==> src/rtl/pixel_coinc_pkg.sv <==
package pixel_coinc_pkg;
  typedef enum logic [2:0] {
    TMR_IDLE,
    TMR_LOAD,
    TMR_COUNT,
    TMR_WINDOW,
    TMR_HELD
  } tmr_state_e;
endpackage

==> src/rtl/pixel_edge_sync.sv <==
module pixel_edge_sync (
  input  logic clk_i,
  input  logic rst_ni,
  input  logic async_i,
  output logic rise_o
);
  logic s1_q, s2_q, s2_d_q;

  always_ff @(posedge clk_i or negedge rst_ni) begin
    if (!rst_ni) begin
      s1_q   <= 1'b0;
      s2_q   <= 1'b0;
      s2_d_q <= 1'b0;
    end else begin
      s1_q   <= async_i;
      s2_q   <= s1_q;
      s2_d_q <= s2_q;
    end
  end

  assign rise_o = s2_q & ~s2_d_q;
endmodule

==> src/rtl/pixel_grant_arbiter.sv <==
module pixel_grant_arbiter #(
  parameter int NUM_TMR = 2
) (
  input  logic               req_i,
  input  logic [NUM_TMR-1:0] busy_i,
  output logic [NUM_TMR-1:0] grant_o,
  output logic               drop_o
);
  always_comb begin
    logic found;
    found   = 1'b0;
    grant_o = '0;
    for (int i = 0; i < NUM_TMR; i++) begin
      if (req_i && !busy_i[i] && !found) begin
        grant_o[i] = 1'b1;
        found      = 1'b1;
      end
    end
  end

  assign drop_o = req_i & (&busy_i);
endmodule

==> src/rtl/pixel_delay_timer.sv <==
module pixel_delay_timer
  import pixel_coinc_pkg::*;
#(
  parameter int CNT_W   = 7,
  parameter int WIN_CYC = 2
) (
  input  logic             clk_i,
  input  logic             rst_ni,
  input  logic             start_i,
  input  logic [CNT_W-1:0] latency_i,
  input  logic             trig_i,
  input  logic             ack_i,
  output logic             busy_o,
  output logic             hit_o
);
  localparam int WIN_W = (WIN_CYC > 1) ? $clog2(WIN_CYC) : 1;
  localparam logic [WIN_W-1:0] WIN_LAST = WIN_W'(WIN_CYC - 1);

  tmr_state_e       state_q;
  logic [CNT_W-1:0] cnt_q;
  logic [WIN_W-1:0] wcnt_q;

  always_ff @(posedge clk_i or negedge rst_ni) begin
    if (!rst_ni) begin
      state_q <= TMR_IDLE;
      cnt_q   <= '0;
      wcnt_q  <= '0;
    end else begin
      case (state_q)
        TMR_IDLE: begin
          if (start_i) begin
            state_q <= TMR_LOAD;
            cnt_q   <= latency_i;
          end
        end
        TMR_LOAD: state_q <= TMR_COUNT;
        TMR_COUNT: begin
          if (cnt_q == '0) begin
            state_q <= TMR_WINDOW;
            wcnt_q  <= '0;
          end else begin
            cnt_q <= cnt_q - 1'b1;
          end
        end
        TMR_WINDOW: begin
          if (trig_i)                state_q <= TMR_HELD;
          else if (wcnt_q == WIN_LAST) state_q <= TMR_IDLE;
          else                       wcnt_q  <= wcnt_q + 1'b1;
        end
        TMR_HELD: begin
          if (ack_i) state_q <= TMR_IDLE;
        end
        default: state_q <= TMR_IDLE;
      endcase
    end
  end

  assign busy_o = (state_q != TMR_IDLE);
  assign hit_o  = (state_q == TMR_HELD);
endmodule

==> src/rtl/dual_timer_pixel.sv <==
module dual_timer_pixel #(
  parameter int CNT_W   = 7,
  parameter int NUM_TMR = 2,
  parameter int WIN_CYC = 2
) (
  input  logic               clk_i,
  input  logic               rst_ni,
  input  logic               disc_i,
  input  logic               trig_i,
  input  logic [CNT_W-1:0]   latency_i,
  input  logic [NUM_TMR-1:0] ack_i,
  output logic [NUM_TMR-1:0] hit_o,
  output logic               ovf_o
);
  logic               rise;
  logic               drop;
  logic [NUM_TMR-1:0] busy;
  logic [NUM_TMR-1:0] grant;
  logic               ovf_q;

  pixel_edge_sync u_sync (
    .clk_i   (clk_i),
    .rst_ni  (rst_ni),
    .async_i (disc_i),
    .rise_o  (rise)
  );

  pixel_grant_arbiter #(.NUM_TMR(NUM_TMR)) u_arb (
    .req_i   (rise),
    .busy_i  (busy),
    .grant_o (grant),
    .drop_o  (drop)
  );

  for (genvar g = 0; g < NUM_TMR; g++) begin : g_tmr
    pixel_delay_timer #(.CNT_W(CNT_W), .WIN_CYC(WIN_CYC)) u_tmr (
      .clk_i     (clk_i),
      .rst_ni    (rst_ni),
      .start_i   (grant[g]),
      .latency_i (latency_i),
      .trig_i    (trig_i),
      .ack_i     (ack_i[g]),
      .busy_o    (busy[g]),
      .hit_o     (hit_o[g])
    );
  end

  always_ff @(posedge clk_i or negedge rst_ni) begin
    if (!rst_ni)   ovf_q <= 1'b0;
    else if (drop) ovf_q <= 1'b1;
  end

  assign ovf_o = ovf_q;
endmodule

==> config.mk <==
export PLATFORM = sky130hd
export DESIGN_NAME = dual_timer_pixel
export DESIGN_NICKNAME = d
export VERILOG_FILES = /design/src/rtl/pixel_coinc_pkg.sv /design/src/rtl/pixel_edge_sync.sv /design/src/rtl/pixel_grant_arbiter.sv /design/src/rtl/pixel_delay_timer.sv /design/src/rtl/dual_timer_pixel.sv
export SDC_FILE = /design/constraint.sdc
export NUM_CORES = 1
export LEC_CHECK = 0
export BUFFER_PORTS_ARGS = -buffer_cell sky130_fd_sc_hd__buf_2
export CAP_MARGIN = 5
export CORE_MARGIN = 2
export CORE_UTILIZATION = 57
export CTS_BUF_LIST = sky130_fd_sc_hd__clkbuf_4 sky130_fd_sc_hd__clkbuf_8 sky130_fd_sc_hd__clkbuf_16
export CTS_CLUSTER_DIAMETER = 40
export DETAILED_ROUTE_END_ITERATION = 8
export GPL_ROUTABILITY_DRIVEN = 0
export HOLD_SLACK_MARGIN = 0.15
export PLACE_DENSITY_LB_ADDON = 0.08
export SYNTH_ARGS = -nofsm -noshare
export SYNTH_HDL_FRONTEND = slang
export SYNTH_SLANG_ARGS = --single-unit
==> constraint.sdc <==
create_clock -name clk_i -period 2.7 [get_ports clk_i]
set_input_delay 0.135 -clock clk_i [delete_from_list [all_inputs] [get_ports clk_i]]
set_output_delay 0.135 -clock clk_i [all_outputs]
set_load 0.05 [all_outputs]
* Word-level counts from Yosys, hierarchy flattened *
Cells that the tools add are included.

operators by class
  equality and inequality tests = 20
  muxes and demuxes = 28
  reductions and logical operators = 23
  add/subtract/negate cells = 4
  bitwise gates (word level) = 3

operators with widths
  cell                 number
  $mux 3               10
  $pmux 3 s5           2
  $mux 7               4
  $pmux 7 s2           2
  $logic_not 7->1      2
  $sub 7x1->7 const B  2
  $eq 3x2->1 const B   4
  $ne 2x2->1 const B   6
  $reduce_and 3->1     4
  $mux 1               8
  $ne 2x1->1 const B   4
  $reduce_and 4->1     2
  $reduce_bool 2->1    4
  $eq 3x1->1 const B   2
  $eq 3x3->1 const B   2
  $logic_not 3->1      2
  $ne 3x2->1 const B   2
  $reduce_bool 3->1    2
  $pmux 1 s2           2
  $logic_and 1x1->1    3
  $logic_not 1->1      3
  $add 1x1->1 const B  2
  $and 1x1->1          2
  $reduce_and 2->1     1
  $not 1->1            1

word-level totals
  output and inout port bits = 3
  input bits = 13
  logic and storage cells = 88
  register bits = 26

* Depth between registers and ports, before layout *
  depth after elaboration = 9
  mapped depth = 7
  gate-level depth less buffers = 6

* By module *
A second synthesis with hierarchy kept.

second synthesis, totals
  cells, all modules = 167
  area, all modules = 1562.7 sq um

modules (own cells, without submodules)
  module               area each (sq um)  times used  cells an instance
  pixel_delay_timer    708.2              2           79
  pixel_edge_sync      88.8               1           4
  dual_timer_pixel     31.3               1           2
  pixel_grant_arbiter  26.3               1           3

* Least setup slack after synthesis *
Ideal clock, no wire load.

  kind = register to register
  start = reg g_tmr[1].u_tmr.cnt_q[3]
  end = reg g_tmr[1].u_tmr.cnt_q[1]
  required time = 2575 ps
  arrival time = 1740 ps
  cell stages (with the launch flop) = 7
  path buffers = 2
  clock period less this slack = 1865 ps
  setup slack = 835 ps
  cell sequence = dfrtp_1 -> buf_6 -> or4_4 -> o21ai_2 -> or2_1 -> buf_6 -> mux2_4

on the way
  cells in the longest elaborated chain, start to end = 3

RTL lines
  element                            RTL line                 text
  start, declared                    pixel_delay_timer.sv:20  logic [CNT_W-1:0] cnt_q;
  start signal, assigned             pixel_delay_timer.sv:33  cnt_q <= latency_i;
  start signal, assigned             pixel_delay_timer.sv:42  cnt_q <= cnt_q - 1'b1;
  $logic_not 7->1                    pixel_delay_timer.sv:38  if (cnt_q == '0) begin
  $ne 2x2->1 (no source line)        -
  $reduce_and 3->1 (no source line)  -

Every way passes these cells.
A chain may end at the register's enable or synchronous reset.

* Final worst setup path *
Ends and elaborated chain as after synthesis.

==> impl.org <==
** Synthesis
- Distinct cell type count of the synthesized netlist :: 40
- Sequential-to-total area share from yosys stat :: 0.426
- During synthesis, Yosys emitted a total of 0 warnings.
- Net Count, Synth :: 193
- Post-synthesis register bit count :: 26
- Async SR Flop Fraction :: 1.00
- The cell area that synthesis handed to floorplanning was 0.00153 mm^2.
- Library cell with the largest summed area after synthesis :: sky130_fd_sc_hd__dfrtp_1
- In the post-synthesis netlist, the biggest area contributors are sky130_fd_sc_hd__dfrtp_1 43%, sky130_fd_sc_hd__o21ai_0 5.6%, sky130_fd_sc_hd__a21oi_1 4.9%.
- In the synthesized netlist the dominant register cell turns out to be sky130_fd_sc_hd__dfrtp_1.
- Number of instances in the synthesized netlist :: 176
- A synthesized cell averages 8.69 um^2.
- Number of enable-type register cells in the synthesized netlist :: 0
- Top-area cell type share of the netlist area :: 0.426

** GRT
- Combined global-route utilization of all metal layers :: 0.212
- After global routing the overflow that remains totals 0.
- Vias in the first global route :: 1,173
- The first global-routing pass estimated 5320 um of wire.
- Number of antenna violations at the first check in global routing :: 0
- Entering global routing, the biggest net connects 27 pins.

** Final layout
- Fraction of final layout cells sized beyond drive strength 1 :: 0.147
- In the final design database the tool counted 215 nets.
- Most common cell after layout, fill and taps aside :: sky130_fd_sc_hd__dfrtp_1
- From synthesis to final layout, the design area changed by 15.1%.
- Share of the core filled with cells :: 0.704
- Count of placed standard cells in the final layout, fillers left out :: 227
- Top library cells by usage in the layout, fill and taps aside :: 26 x sky130_fd_sc_hd__dfrtp_1, 18 x sky130_fd_sc_hd__nor2_1, 17 x sky130_fd_sc_hd__o21ai_0
- Fill cells in the final layout number 199.
- Diode insertion count for antenna repair :: 0

** Floorplan
- The initial utilization of the core area, before any placement, comes to 0.612.
- The floorplan has 18 rows.
- 16 I/O pins were placed.
- Area of the die :: 0.00311 mm^2
- Total core area :: 0.00250 mm^2
- Vert. Die Dim :: 55.8 um
- X dimension of the die :: 55.8 um

** Timing
- Dividing the final minimum period by the clock period gives 0.755.
- Minimum clock period :: 2.04 ns
- Worst Max-Slew Pin Slew :: 0.590 ns
- Once routing completed, OpenROAD measured the worst setup slack at 0.660 ns.
- Endpoints failing setup :: 0
- Setup repair after global routing left no endpoint under its margin.
- Final-report max-slew violation count :: 0
- Final hold violation count :: 0
- The worst pin sits at a relative slew slack of 0.607.
- F_max :: 490 MHz
- Setup TNS :: 0 ns
- Across the routed clock network, the largest skew measured is 0.00350 ns.

** Power
- VDD IR max :: 0.000845 V
- The share of total power dissipated in the clock network is 0.147.
- Cell internal power was estimated by the tool at 1060 uW.
- The share of total power dissipated in sequential elements is 0.393.
- Power spread over the standard cell area amounts to 1060 mW/mm^2.
- In this run the static leakage power is 0.000746 uW.
- For this design the total switching power over the nets is 810 uW.
- Of the total power, combinational logic draws 0.459.
- Of the total power, the share spent switching nets is 0.434.

** Clocking
- CTS max path bufs :: 2
- TritonCTS built the clock tree.
- After clock tree synthesis, the setup repair step added 0 buffers.
- Hold-fix buffer count after cts :: 13
- Total CTS buffers :: 3
- Worst-skew pair later-pin latency :: 0.33 ns
- In this run the number of H-tree levels came out at 1.
- CTS placed an instance of sky130_fd_sc_hd__clkbuf_4 at the clock tree root.
- Clock-pin slew was measured on the worst setup and hold paths at 0.15 ns.
- Clock Sink Count :: 26
- Count of cells resized by post-cts repair :: 0

** Detailed routing
- The detailed router placed 1,367 vias in this run.
- Using the TritonRoute via totals, the vias-per-cell ratio works out to 6.02.
- The first detailed-routing pass ran for 4 iterations.
- WL/cell :: 14.4 um
- For this block, the initial DRC count from the detailed router was 54.
- The count of nets left with antenna violations once routing finished came out at 0.
- The routed design has 3270 um of wire.
- For this run, design rule violations remaining after detail routing come to 0.

** Worst setup path
- STA puts the critical path data required time at 2.94 ns.
- Arrival time of data at the critical path endpoint :: 2.28 ns
- STA classifies the critical path endpoint as a flip-flop.
- By startpoint and endpoint, the worst setup path is classified as flip-flop to flip-flop.
- Across all register-to-register paths, the minimum setup slack is 0.66 ns.
- Maximum fanout along the worst path :: 8
- Setup crit start kind :: flip-flop

** Place
- Total of buffers placed on input and output ports :: 15
- Worst setup slack before clock tree synthesis :: 0.702 ns
- After detailed placement, the design holds a cell count of 210.
- Summed over all nets, the half-perimeter wirelength after detailed placement is 2240 um.

** Status
- Status :: complete, no violations

** Job
- Number of maximum-capacitance constraint violations :: 0

** Min path
- The tightest min-delay check is of the input port to flip-flop type.
cell usage after synthesis, drive strengths merged, types with 2 or more instances:
cell type and n:
nand2b 7, buf 7, o2bb2ai 2, a211oi 2, a31o 2, nand3b 2, o22ai 4, dfrtp 26
or3 4, clkbuf 5, o31ai 4, nor3b 4, nor3 6, ha 4, inv 8, a21oi 16
nand2 14, nor2 18, o21ai 18, o211ai 2, nand3 4, nor4 3
power by group through the flow:
stage / Clock, uW / Sequential [uW] / Combinational (uW)
2_1_floorplan: 0 / 642 / 777
3_3_place_gp: 0 / 725 / 798
3_5_place_dp: 0 / 732 / 827
4_1_cts: 276 / 730 / 849
5_1_grt: 290 / 760 / 961
6_report: 275 / 735 / 857
state kept, by name (all words and copies together), names as in the netlist:
| signal | flops |
|---|---|
| ovf_o | 1 |
| u_sync.s1_q | 1 |
| g_tmr.u_tmr.cnt_q | 14 |
| u_sync.s2_d_q | 1 |
| u_sync.s2_q | 1 |
| g_tmr.u_tmr.state_q | 6 |
| g_tmr.u_tmr.wcnt_q | 2 |
logic make-up (layout without fill, tap and decap cells):
kind of cell               count (synthesis)  count (layout)  synth area share
muxes                                      1               1           0.00982
buffers and inverters                     20              41            0.0663
DFF                                       26              26             0.426
adders and majority gates                  4               4            0.0327
AOI/OAI and AO/OA                         55              55             0.224
and+or+nand+nor                           70              70             0.241
through the flow:
step                hold WS, ns  instance area [um^2]  total power (uW)
floorplan                -0.161                  1530              1420
global placement          0.164                  1580              1520
detailed placement        0.166                  1580              1560
CTS                       0.168                  1760              1850
global route              0.186                  1760              2010
finish                    0.174                  1760              1870
path summary, 6_finish.rpt:
path | start | to | cells after the start
setup / recovery | g_tmr[1].u_tmr.cnt_q[3]$_DFFE_PN0P_ | g_tmr[1].u_tmr.cnt_q[1]$_DFFE_PN0P_ | 4
hold / removal | trig_i | g_tmr[1].u_tmr.state_q[0]$_DFFE_PN0P_ | 4
setup reg to reg | g_tmr[1].u_tmr.cnt_q[3]$_DFFE_PN0P_ | g_tmr[1].u_tmr.cnt_q[1]$_DFFE_PN0P_ | 4
hold reg to reg | u_sync.s1_q$_DFF_PN0_ | u_sync.s2_q$_DFF_PN0_ | 0
max in group asynchronous | rst_ni | g_tmr[1].u_tmr.cnt_q[1]$_DFFE_PN0P_ | 2
min in group asynchronous | rst_ni | g_tmr[0].u_tmr.state_q[1]$_DFFE_PN0P_ | 2
layout make-up:
cell class | instances | area, um^2 | share of cell area
inverters | 8 | 30.0 | 0.0171
multi-input cells | 130 | 777 | 0.441
flip-flops and latches | 26 | 651 | 0.370
well taps | 30 | 37.5 | 0.0213
clock buffers | 3 | 22.5 | 0.0128
repair buffers | 29 | 213 | 0.121
clock inverters | 1 | 30.0 | 0.0171
per-layer routing:
layer | up-vias | part of all wire | track usage | wire length [um]
met3 | 8 | 0.056 | 0.0512 | 183
met2 | 49 | 0.45 | 0.335 | 1480
met5 | - | 0 | 0 | 0
met1 | 637 | 0.47 | 0.289 | 1530
li1 | 673 | - | - | -
met4 | 0 | 0.021 | 0.0592 | 70
critical path: stages, from the launching register on:
cell                      delay [ns]
sky130_fd_sc_hd__dfrtp_1        0.49
sky130_fd_sc_hd__or4_4          0.57
sky130_fd_sc_hd__o21ai_2        0.27
sky130_fd_sc_hd__or2_1          0.29
sky130_fd_sc_hd__mux2_4         0.32
No activity file was read; power rests on OpenSTA's default activity.
